<file path="src/rtl/gpio_sr_pkg.sv">
package gpio_sr_pkg;

    // access size encoding on the bus
    localparam logic [1:0] SZ_BYTE = 2'd0;
    localparam logic [1:0] SZ_HALF = 2'd1;
    localparam logic [1:0] SZ_WORD = 2'd2;

    // register slot selected by address bits [3:2]
    typedef enum logic [1:0] {
        SEL_IN  = 2'd0,
        SEL_OUT = 2'd1,
        SEL_SC  = 2'd2,
        SEL_CLR = 2'd3
    } reg_sel_e;

    // decoded view of one bus cycle
    typedef struct packed {
        logic     wr_ok;
        logic     rd_ok;
        logic     bad;
        reg_sel_e sel;
    } bus_dec_t;

    // write enables presented to the output latch
    typedef struct packed {
        logic load;
        logic setclr;
        logic clr;
    } out_we_t;

endpackage

</file>
<file path="src/rtl/gpio_sr_decode.sv">
module gpio_sr_decode
    import gpio_sr_pkg::*;
#(
    parameter int ADDR_W = 4
) (
    input  logic [ADDR_W-1:0] addr,
    input  logic              wr,
    input  logic              rd,
    input  logic [1:0]        size,
    output bus_dec_t          dec,
    output out_we_t           we
);
    localparam int SEL_LSB = 2;

    logic hit;
    logic aligned;
    logic active;

    // addresses above the four register slots are not decoded
    generate
        if (ADDR_W > SEL_LSB + 2) begin : g_upper
            assign hit = ~|addr[ADDR_W-1:SEL_LSB+2];
        end else begin : g_exact
            assign hit = 1'b1;
        end
    endgenerate

    assign aligned = (addr[SEL_LSB-1:0] == '0);
    assign active  = wr | rd;

    always_comb begin
        dec.sel   = reg_sel_e'(addr[SEL_LSB+1:SEL_LSB]);
        dec.bad   = active & ((size != SZ_WORD) | ~aligned);
        dec.wr_ok = wr & ~dec.bad & hit;
        dec.rd_ok = rd & ~dec.bad & hit;
    end

    always_comb begin
        we.load   = dec.wr_ok & (dec.sel == SEL_OUT);
        we.setclr = dec.wr_ok & (dec.sel == SEL_SC);
        we.clr    = dec.wr_ok & (dec.sel == SEL_CLR);
    end

endmodule

</file>
<file path="src/rtl/gpio_sr_sync.sv">
module gpio_sr_sync #(
    parameter int PIN_W  = 16,
    parameter int STAGES = 2
) (
    input  logic             clk,
    input  logic             rst,
    input  logic [PIN_W-1:0] d,
    output logic [PIN_W-1:0] q
);
    logic [PIN_W-1:0] stage [STAGES];

    generate
        for (genvar s = 0; s < STAGES; s++) begin : g_stage
            if (s == 0) begin : g_first
                always_ff @(posedge clk) begin
                    if (rst) stage[s] <= '0;
                    else     stage[s] <= d;
                end
            end else begin : g_next
                always_ff @(posedge clk) begin
                    if (rst) stage[s] <= '0;
                    else     stage[s] <= stage[s-1];
                end
            end
        end
    endgenerate

    assign q = stage[STAGES-1];

endmodule

</file>
<file path="src/rtl/gpio_sr_outreg.sv">
module gpio_sr_outreg
    import gpio_sr_pkg::*;
#(
    parameter int PIN_W = 16,
    localparam int BUS_W = 2 * PIN_W
) (
    input  logic             clk,
    input  logic             rst,
    input  out_we_t          we,
    input  logic [BUS_W-1:0] wdata,
    output logic [PIN_W-1:0] out_q
);
    logic [PIN_W-1:0] lo_bits;
    logic [PIN_W-1:0] hi_bits;
    logic [PIN_W-1:0] out_d;

    assign lo_bits = wdata[PIN_W-1:0];
    assign hi_bits = wdata[BUS_W-1:PIN_W];

    // clear first, then set: set wins on a bit named in both halves
    always_comb begin
        out_d = out_q;
        if (we.load)        out_d = lo_bits;
        else if (we.setclr) out_d = (out_q & ~hi_bits) | lo_bits;
        else if (we.clr)    out_d = out_q & ~lo_bits;
    end

    always_ff @(posedge clk) begin
        if (rst) out_q <= '0;
        else     out_q <= out_d;
    end

    a_r4_set_bits_high: assert property (@(posedge clk) disable iff (rst)
        we.setclr |=> ((out_q & $past(lo_bits)) == $past(lo_bits)));

    a_r5_clear_bits_low: assert property (@(posedge clk) disable iff (rst)
        we.setclr |=> ((out_q & $past(hi_bits & ~lo_bits)) == '0));

    a_r7_zero_bits_kept: assert property (@(posedge clk) disable iff (rst)
        (we.setclr || we.clr) |=>
            (((out_q ^ $past(out_q)) & ~$past(lo_bits | (we.setclr ? hi_bits : '0))) == '0));

    a_r8_clr_only: assert property (@(posedge clk) disable iff (rst)
        we.clr |=> ((out_q & $past(lo_bits)) == '0));

    a_r2_no_write_no_change: assert property (@(posedge clk) disable iff (rst)
        !(we.load || we.setclr || we.clr) |=> $stable(out_q));

endmodule

</file>
<file path="src/rtl/gpio_sr_port.sv">
module gpio_sr_port
    import gpio_sr_pkg::*;
#(
    parameter int PIN_W  = 16,
    parameter int ADDR_W = 4,
    localparam int BUS_W = 2 * PIN_W
) (
    input  logic              clk,
    input  logic              rst,
    input  logic [ADDR_W-1:0] bus_addr,
    input  logic              bus_wr,
    input  logic              bus_rd,
    input  logic [1:0]        bus_size,
    input  logic [BUS_W-1:0]  bus_wdata,
    output logic [BUS_W-1:0]  bus_rdata,
    output logic              bus_err,
    input  logic [PIN_W-1:0]  pin_in,
    output logic [PIN_W-1:0]  pin_out
);
    bus_dec_t         dec;
    out_we_t          we;
    logic [PIN_W-1:0] in_sync;
    logic [PIN_W-1:0] out_q;
    logic [BUS_W-1:0] rd_mux;
    logic [BUS_W-1:0] rdata_q;
    logic             err_q;

    gpio_sr_decode #(.ADDR_W(ADDR_W)) u_decode (
        .addr (bus_addr),
        .wr   (bus_wr),
        .rd   (bus_rd),
        .size (bus_size),
        .dec  (dec),
        .we   (we)
    );

    gpio_sr_sync #(.PIN_W(PIN_W), .STAGES(2)) u_sync (
        .clk (clk),
        .rst (rst),
        .d   (pin_in),
        .q   (in_sync)
    );

    gpio_sr_outreg #(.PIN_W(PIN_W)) u_outreg (
        .clk   (clk),
        .rst   (rst),
        .we    (we),
        .wdata (bus_wdata),
        .out_q (out_q)
    );

    // write-only slots read as zero
    always_comb begin
        unique case (dec.sel)
            SEL_IN:  rd_mux = {{PIN_W{1'b0}}, in_sync};
            SEL_OUT: rd_mux = {{PIN_W{1'b0}}, out_q};
            default: rd_mux = '0;
        endcase
    end

    always_ff @(posedge clk) begin
        if (rst) begin
            rdata_q <= '0;
            err_q   <= 1'b0;
        end else begin
            rdata_q <= dec.rd_ok ? rd_mux : '0;
            err_q   <= dec.bad;
        end
    end

    assign bus_rdata = rdata_q;
    assign bus_err   = err_q;
    assign pin_out   = out_q;

    a_r2_subword_flags_error: assert property (@(posedge clk) disable iff (rst)
        ((bus_wr || bus_rd) && (bus_size != SZ_WORD)) |=> (bus_err && bus_rdata == '0));

    a_r2_subword_keeps_pins: assert property (@(posedge clk) disable iff (rst)
        (bus_wr && (bus_size != SZ_WORD)) |=> $stable(pin_out));

    a_r9_wo_reads_zero: assert property (@(posedge clk) disable iff (rst)
        (bus_rd && bus_addr[3] && bus_size == SZ_WORD) |=> (bus_rdata == '0));

    a_r12_idle_quiet: assert property (@(posedge clk) disable iff (rst)
        !(bus_wr || bus_rd) |=> (!bus_err && bus_rdata == '0));

    a_r3_upper_read_zero: assert property (@(posedge clk) disable iff (rst)
        1'b1 |=> (bus_rdata[BUS_W-1:PIN_W] == '0));

endmodule

</file>
<file path="config.mk">
export PLATFORM = sky130hd
export DESIGN_NAME = gpio_sr_port
export DESIGN_NICKNAME = d
export VERILOG_FILES = /design/src/rtl/gpio_sr_pkg.sv /design/src/rtl/gpio_sr_decode.sv /design/src/rtl/gpio_sr_sync.sv /design/src/rtl/gpio_sr_outreg.sv /design/src/rtl/gpio_sr_port.sv
export SDC_FILE = /design/constraint.sdc
export NUM_CORES = 1
export LEC_CHECK = 0
export BUFFER_PORTS_ARGS = -buffer_cell sky130_fd_sc_hd__buf_2
export CORE_ASPECT_RATIO = 1.5
export CORE_MARGIN = 2
export CORE_UTILIZATION = 47
export DETAILED_ROUTE_END_ITERATION = 10
export PLACE_DENSITY = 0.85
export SYNTH_ARGS = -nofsm -noshare
export SYNTH_HDL_FRONTEND = slang
export SYNTH_SLANG_ARGS = --single-unit
</file>
<file path="constraint.sdc">
create_clock -name clk -period 2.2 [get_ports clk]
set_input_delay 0.22 -clock clk [delete_from_list [all_inputs] [get_ports clk]]
set_output_delay 0.22 -clock clk [all_outputs]
set_load 0.005 [all_outputs]
</file>
==> impl_metrics.tcl, run 1 <==
set metrics [dict create \
    status "finished, final reports clean" \
    finalCritPeriodShare_pct 69.8 \
    cp.arrival_ps 1810 \
    ir_drop_v 0.000433 \
    synth-edff-count 0 \
    core-area_mm2 0.00512 \
    routed-via-count 1934 \
    cts_buffers 9 \
    ctsHoldBuffers 0 \
    crit_type "primary input to flop" \
    yosysTopAreaCell "dfxtp_1" \
    ys_types 20 \
    drt_pass1_iterations 4 \
    rsz0062_at_grt "false" \
    crit_path_end "u_outreg.out_q[8]$_SDFFE_PP0P_" \
    hold_viol 0 \
    final_area_mm2 0.00310 \
    ant_nets 0 \
    syn_to_final_growth_pct 24.5 \
    drt_iter0_drc 65 \
    combPwrFrac_pct 7.5 \
    internal-power_mw 1.75 \
    nFillCells 469 \
    fin_crit_ps 1540 \
    multi_input_area_um2 972 \
    r2r-end "bus_rdata[10]$_SDFF_PP0_" \
    fmax_mhz 651 \
    reg2reg_from "u_outreg.out_q[10]$_SDFFE_PP0P_" \
    dp_hpwl_um 3860 \
    worst_pin_slew_ps 1170 \
    synth_top_area_share_pct 52.3 \
    finalSetupTns_ps 0 \
    synthArstFlopShare_pct 0 \
    r2r_cells 2 \
    synth.top_cells.by_area "dfxtp_1 52%, nor2b_1 8.0%, a311o_1 6.4%" \
    row_count 32 \
    track_usage_pct 17.9 \
    cts_sinks 65 \
    cts_tree "yes" \
    slew_headroom_pct 21.5 \
    grt_max_degree 33 \
    avgSynthCellArea_um2 10.6 \
    h-tree-depth 3 \
    place_area_mm2 0.00292 \
    hp-class "primary input to flop" \
    grt_pass1_vias 1798 \
    synthMostInstantiatedCell "dfxtp_1" \
    final_max_slew_viol_count 0 \
    startpoint "bus_addr[2]" \
    synth-seq-cells 65 \
    yosys_most_used_dff "dfxtp_1" \
    grt_pass1_wl_um 8050 \
    switching_share_pct 22.8 \
    crit_fanout 16 \
    clockBufferDepth 2 \
    power_frac_clock_pct 39.0 \
    io_buffers 90 \
    max-cap-violations 0 \
    drive_gt1_share_pct 34.8 \
    setup_viol 0 \
    overflow 0 \
    power_density_mw_per_mm2 733 \
    synth_cells 234 \
    antenna_cells 0 \
    p_leak_nw 1.47 \
    gp_congestion 0.790 \
    post-cts-setup-buffer-count 0 \
    clock_latency_ps 330 \
    skew_ps 4.06 \
    start_kind "primary input" \
    seq_power_share_pct 53.5 \
    start_util_pct 48.6 \
    switchingPower_mw 0.519 \
    seq_area_frac_synth_pct 52.3 \
    r2r_slack_ps 1510 \
    yosys_warnings 0 \
    dieArea_mm2 0.00591 \
    drt-vias-per-instance 4.88 \
    cts_root_buffer "clkbuf_8" \
    nets 381 \
    die_h_um 93.1 \
    hold_depth 2 \
    crit_path_end_kind "flop" \
    seq_area_mm2 0.00130 \
    io_pins 107 \
    wl_per_cell_um 13.3 \
    routed_wl_um 5250 \
    syn_area_mm2 0.00249 \
    clkTransAtPathRegs_ps 70 \
    die_w_um 63.4 \
    cp_data_required_time_ps 2470 \
    antenna_found_initial 0 \
    drc_errors 0 \
    cts_resized 0 \
    ys_top_cells_by_count "65 x dfxtp_1, 32 x nor2b_1" \
]
-- critical path, cell delays in order --
cell	delay, ps
buf_2	220
o21ai_1	950
a311o_1	240
a32o_1	170
-- layer usage --
layer,up-vias,routed length [um],track usage (%)
met3,10,341,2.77
met1,896,2050,19.5
met5,-,0,0
met2,86,2730,31.3
met4,0,137,12.9
li1,942,-,-
-- cells by family (layout without fill, tap and decap cells) --
kind of cell	count (synthesis)	in the layout	synth area share [%]
simple gates	67	67	16.4
mux	16	16	6.44
flops	65	65	52.3
xor+xnor	1	1	0.352
buf+inv	50	129	10.9
compound gates	34	34	13.5
other cells	1	16	0.151
-- cells in the final DEF, fill, tap and decap left out --
master,instances
a32o_1,16
inv_1,16
or4b_1,1
clkbuf_8,11
o211a_1,1
clkinv_2,3
buf_4,6
mux2i_1,16
or4b_4,1
clkinvlp_4,2
buf_2,90
clkinv_1,1
o21ai_1,1
xnor2_1,1
conb_1,16
nand2b_1,16
nor2b_1,32
nor2_1,16
dfxtp_1,65
a311o_1,16
nor4b_4,1
-- registers in the layout (all words and copies together) (netlist names) --
signal,count
bus_err,1
bus_rdata,16
u_outreg.out_q,16
u_sync.stage,32
-- power groups by stage --
| stage | registers (mW) | logic (mW) | clock network, mW |
|---|---|---|---|
| global route | 1.22 | 0.188 | 0.951 |
| detailed placement | 1.24 | 0.169 | 0 |
| global placement | 1.24 | 0.165 | 0 |
| floorplan | 1.24 | 0.117 | 0 |
| finish | 1.22 | 0.170 | 0.886 |
| CTS | 1.22 | 0.170 | 0.899 |
-- worst min-delay path by stage --
stage,start,to
after floorplan,bus_wdata[0],u_outreg.out_q[0]$_SDFFE_PP0P_
after global placement,u_sync.stage[0][2]$_SDFF_PP0_,u_sync.stage[1][2]$_SDFF_PP0_
final,pin_in[8],u_sync.stage[0][8]$_SDFF_PP0_
after global routing,pin_in[2],u_sync.stage[0][2]$_SDFF_PP0_
after CTS,pin_in[4],u_sync.stage[0][4]$_SDFF_PP0_
after detailed placement,u_sync.stage[0][9]$_SDFF_PP0_,u_sync.stage[1][9]$_SDFF_PP0_
-- final cells by class --
class / count / area share, %
sequential: 65 / 42.0
timing repair buffer: 96 / 16.0
tap: 68 / 2.75
multi-input combinational: 134 / 31.4
clock buffer: 11 / 4.88
clock inverter: 5 / 0.969
inverter: 17 / 2.06
-- stage by stage --
stage          worst slack [ps]  instances  power [mW]  hold WS (ps)  util, %
2_1_floorplan               421        249        1.36           346        -
3_3_place_gp                413        380        1.41           416     56.9
3_5_place_dp                348        380        1.41           420     56.9
4_1_cts                     695        396        2.29          83.7     60.5
5_1_grt                     564        396        2.36          89.1     60.5
6_report                    665        396        2.27          91.2     60.5
No activity file was read; power rests on OpenSTA's default activity.
==> run 2, diff against run 1 <==
--- a/config.mk
+++ b/config.mk
@@ -8,9 +8,9 @@
 export BUFFER_PORTS_ARGS = -buffer_cell sky130_fd_sc_hd__buf_2
 export CORE_ASPECT_RATIO = 1.5
 export CORE_MARGIN = 2
-export CORE_UTILIZATION = 47
+export CORE_UTILIZATION = 42
 export DETAILED_ROUTE_END_ITERATION = 10
-export PLACE_DENSITY = 0.85
+export PLACE_DENSITY = 0.81
 export SYNTH_ARGS = -nofsm -noshare
 export SYNTH_HDL_FRONTEND = slang
 export SYNTH_SLANG_ARGS = --single-unit
==> constraint.sdc (replaced) <==
create_clock -name clk -period 1.4 [get_ports clk]
set_input_delay 0.14 -clock clk [delete_from_list [all_inputs] [get_ports clk]]
set_output_delay 0.14 -clock clk [all_outputs]
set_load 0.005 [all_outputs]
==> impl_metrics.tcl, run 2 (same netlist as run 1, synthesis figures left out) <==
set metrics [dict create \
    status "finished, final reports clean" \
    fmax_mhz 752 \
    syn_to_final_growth_pct 32.3 \
    dp_hpwl_um 4010 \
    rsz0062_at_grt "false" \
    gp_congestion 0.818 \
    min_from "pin_in[10]" \
    row_count 34 \
    io_buffers 90 \
    antenna_found_initial 0 \
    final_max_slew_viol_count 0 \
    ir_drop_v 0.000561 \
    io_pins 107 \
    fin_crit_ps 1330 \
    p_leak_nw 1.56 \
    hold_viol 0 \
    nets 392 \
    finalCritPeriodShare_pct 95.0 \
    die_h_um 98.3 \
    cts_root_buffer "clkbuf_8" \
    grt_pass1_vias 1973 \
    start_util_pct 43.3 \
    dieArea_mm2 0.00657 \
    grt_pass1_wl_um 8720 \
    crit_path_end_kind "flop" \
    final-instance-count-excl-fill 411 \
    r2r-end "u_outreg.out_q[1]$_SDFFE_PP0P_" \
    track_usage_pct 17.8 \
    post-cts-setup-buffer-count 0 \
    antenna_cells 0 \
    reg2reg_from "u_outreg.out_q[1]$_SDFFE_PP0P_" \
    clockBufferDepth 2 \
    startpoint "bus_size[0]" \
    start_kind "primary input" \
    finalPower_mw 4.11 \
    top_register "u_sync.stage" \
    clkTransAtPathRegs_ps 60 \
    drt_iter0_drc 142 \
    worst_hold_slack_ps 18.7 \
    routed-via-count 1966 \
    overflow 0 \
    die_w_um 66.9 \
    skew_ps 5.04 \
    drc_errors 0 \
    crit_fanout 12 \
    max-cap-violations 0 \
    cts_sinks 65 \
    met2_usage_pct 30.8 \
    h-tree-depth 3 \
    cts_buffers 9 \
    cts_tree "yes" \
    routed_wl_um 5450 \
    hp-class "primary input to flop" \
    power_density_mw_per_mm2 1250 \
    final_cell_mix "90 x buf_2, 65 x dfxtp_1, 32 x nor2b_1" \
    core-area_mm2 0.00574 \
    setup_viol 0 \
    drt-vias-per-instance 4.78 \
    busiest_layer "met2" \
    dp_cells 389 \
    drt_pass1_iterations 4 \
    hold_depth 2 \
    met1_usage_pct 18.4 \
    final_common_cell "buf_2" \
    whs_endpoint "u_sync.stage[0][10]$_SDFF_PP0_" \
    r2r_cells 1 \
    wl_per_cell_um 13.3 \
    grt_max_degree 25 \
    clock_latency_ps 330 \
    ant_nets 0 \
    drive_gt1_share_pct 35.1 \
    largest_reg_flops 32 \
    cp.arrival_ps 1550 \
    cp_data_required_time_ps 1620 \
    r2r_slack_ps 700 \
    crit_type "primary input to flop" \
    use_met3_pct 5.07 \
]
[run 2: changes by cell type in the layout (fill, tap and decap cells not counted)]
cell,before,now
clkbuf_8,11,10
buf_12,0,2
clkinv_2,3,1
dlygate4sd3_1,0,6
clkinvlp_4,2,1
buf_4,6,9
clkbuf_1,0,1
or4b_4,1,2
bufinv_16,0,3
or4b_1,1,0
[run 2: worst max path at each step]
stage	depth (start not counted)	end	slack [ps]
global placement	4	bus_rdata[0]$_SDFF_PP0_	-240
detailed placement	5	u_outreg.out_q[4]$_SDFFE_PP0P_	-270
finish	5	u_outreg.out_q[11]$_SDFFE_PP0P_	70
global route	4	bus_rdata[6]$_SDFF_PP0_	50
CTS	5	u_outreg.out_q[6]$_SDFFE_PP0P_	90
floorplan	6	bus_rdata[0]$_SDFF_PP0_	-270
[run 2: power breakdown]
part           switching [mW]  internal (mW)
clock network           0.669           1.23
registers              0.0125           1.90
logic                   0.145          0.157
total                   0.826           3.28
[run 2: timing repair]
action / CTS / global route
hold buffers: 6 / 0
gates resized for setup: 0 / 0
hold endpoints to repair: 6 / 0
[run 2: critical path, cell delays in order]
cell     delay (ps)
buf_2           100
or4b_4          570
buf_4           210
a311o_1         280
a32o_1          260
[run 2: metrics by stage]
step                      TNS [ps]  setup slack (ps)  util (%)  cell area (um^2)
after detailed placement     -7520              -270      52.0              2990
after global routing             0              48.1      57.3              3290
final                            0              70.4      57.3              3290
after floorplan              -5320              -266         -              2550
after CTS                        0              91.4      57.3              3290
after global placement       -7100              -244      52.0              2990
[run 2: layout make-up]
type                            count  area (um^2)
Inverter                           17         63.8
Sequential cell                    65         1300
Clock buffer                       11          141
Clock inverter                      5          103
Fill cell                         501         2450
Timing Repair Buffer              107          618
Tap cell                           72         90.1
Multi-Input combinational cell    134          976
[run 2: layer usage]
layer,wire (um),up-vias
met1,1960,908
met3,359,12
met5,0,-
li1,-,961
met2,2960,85
met4,167,0
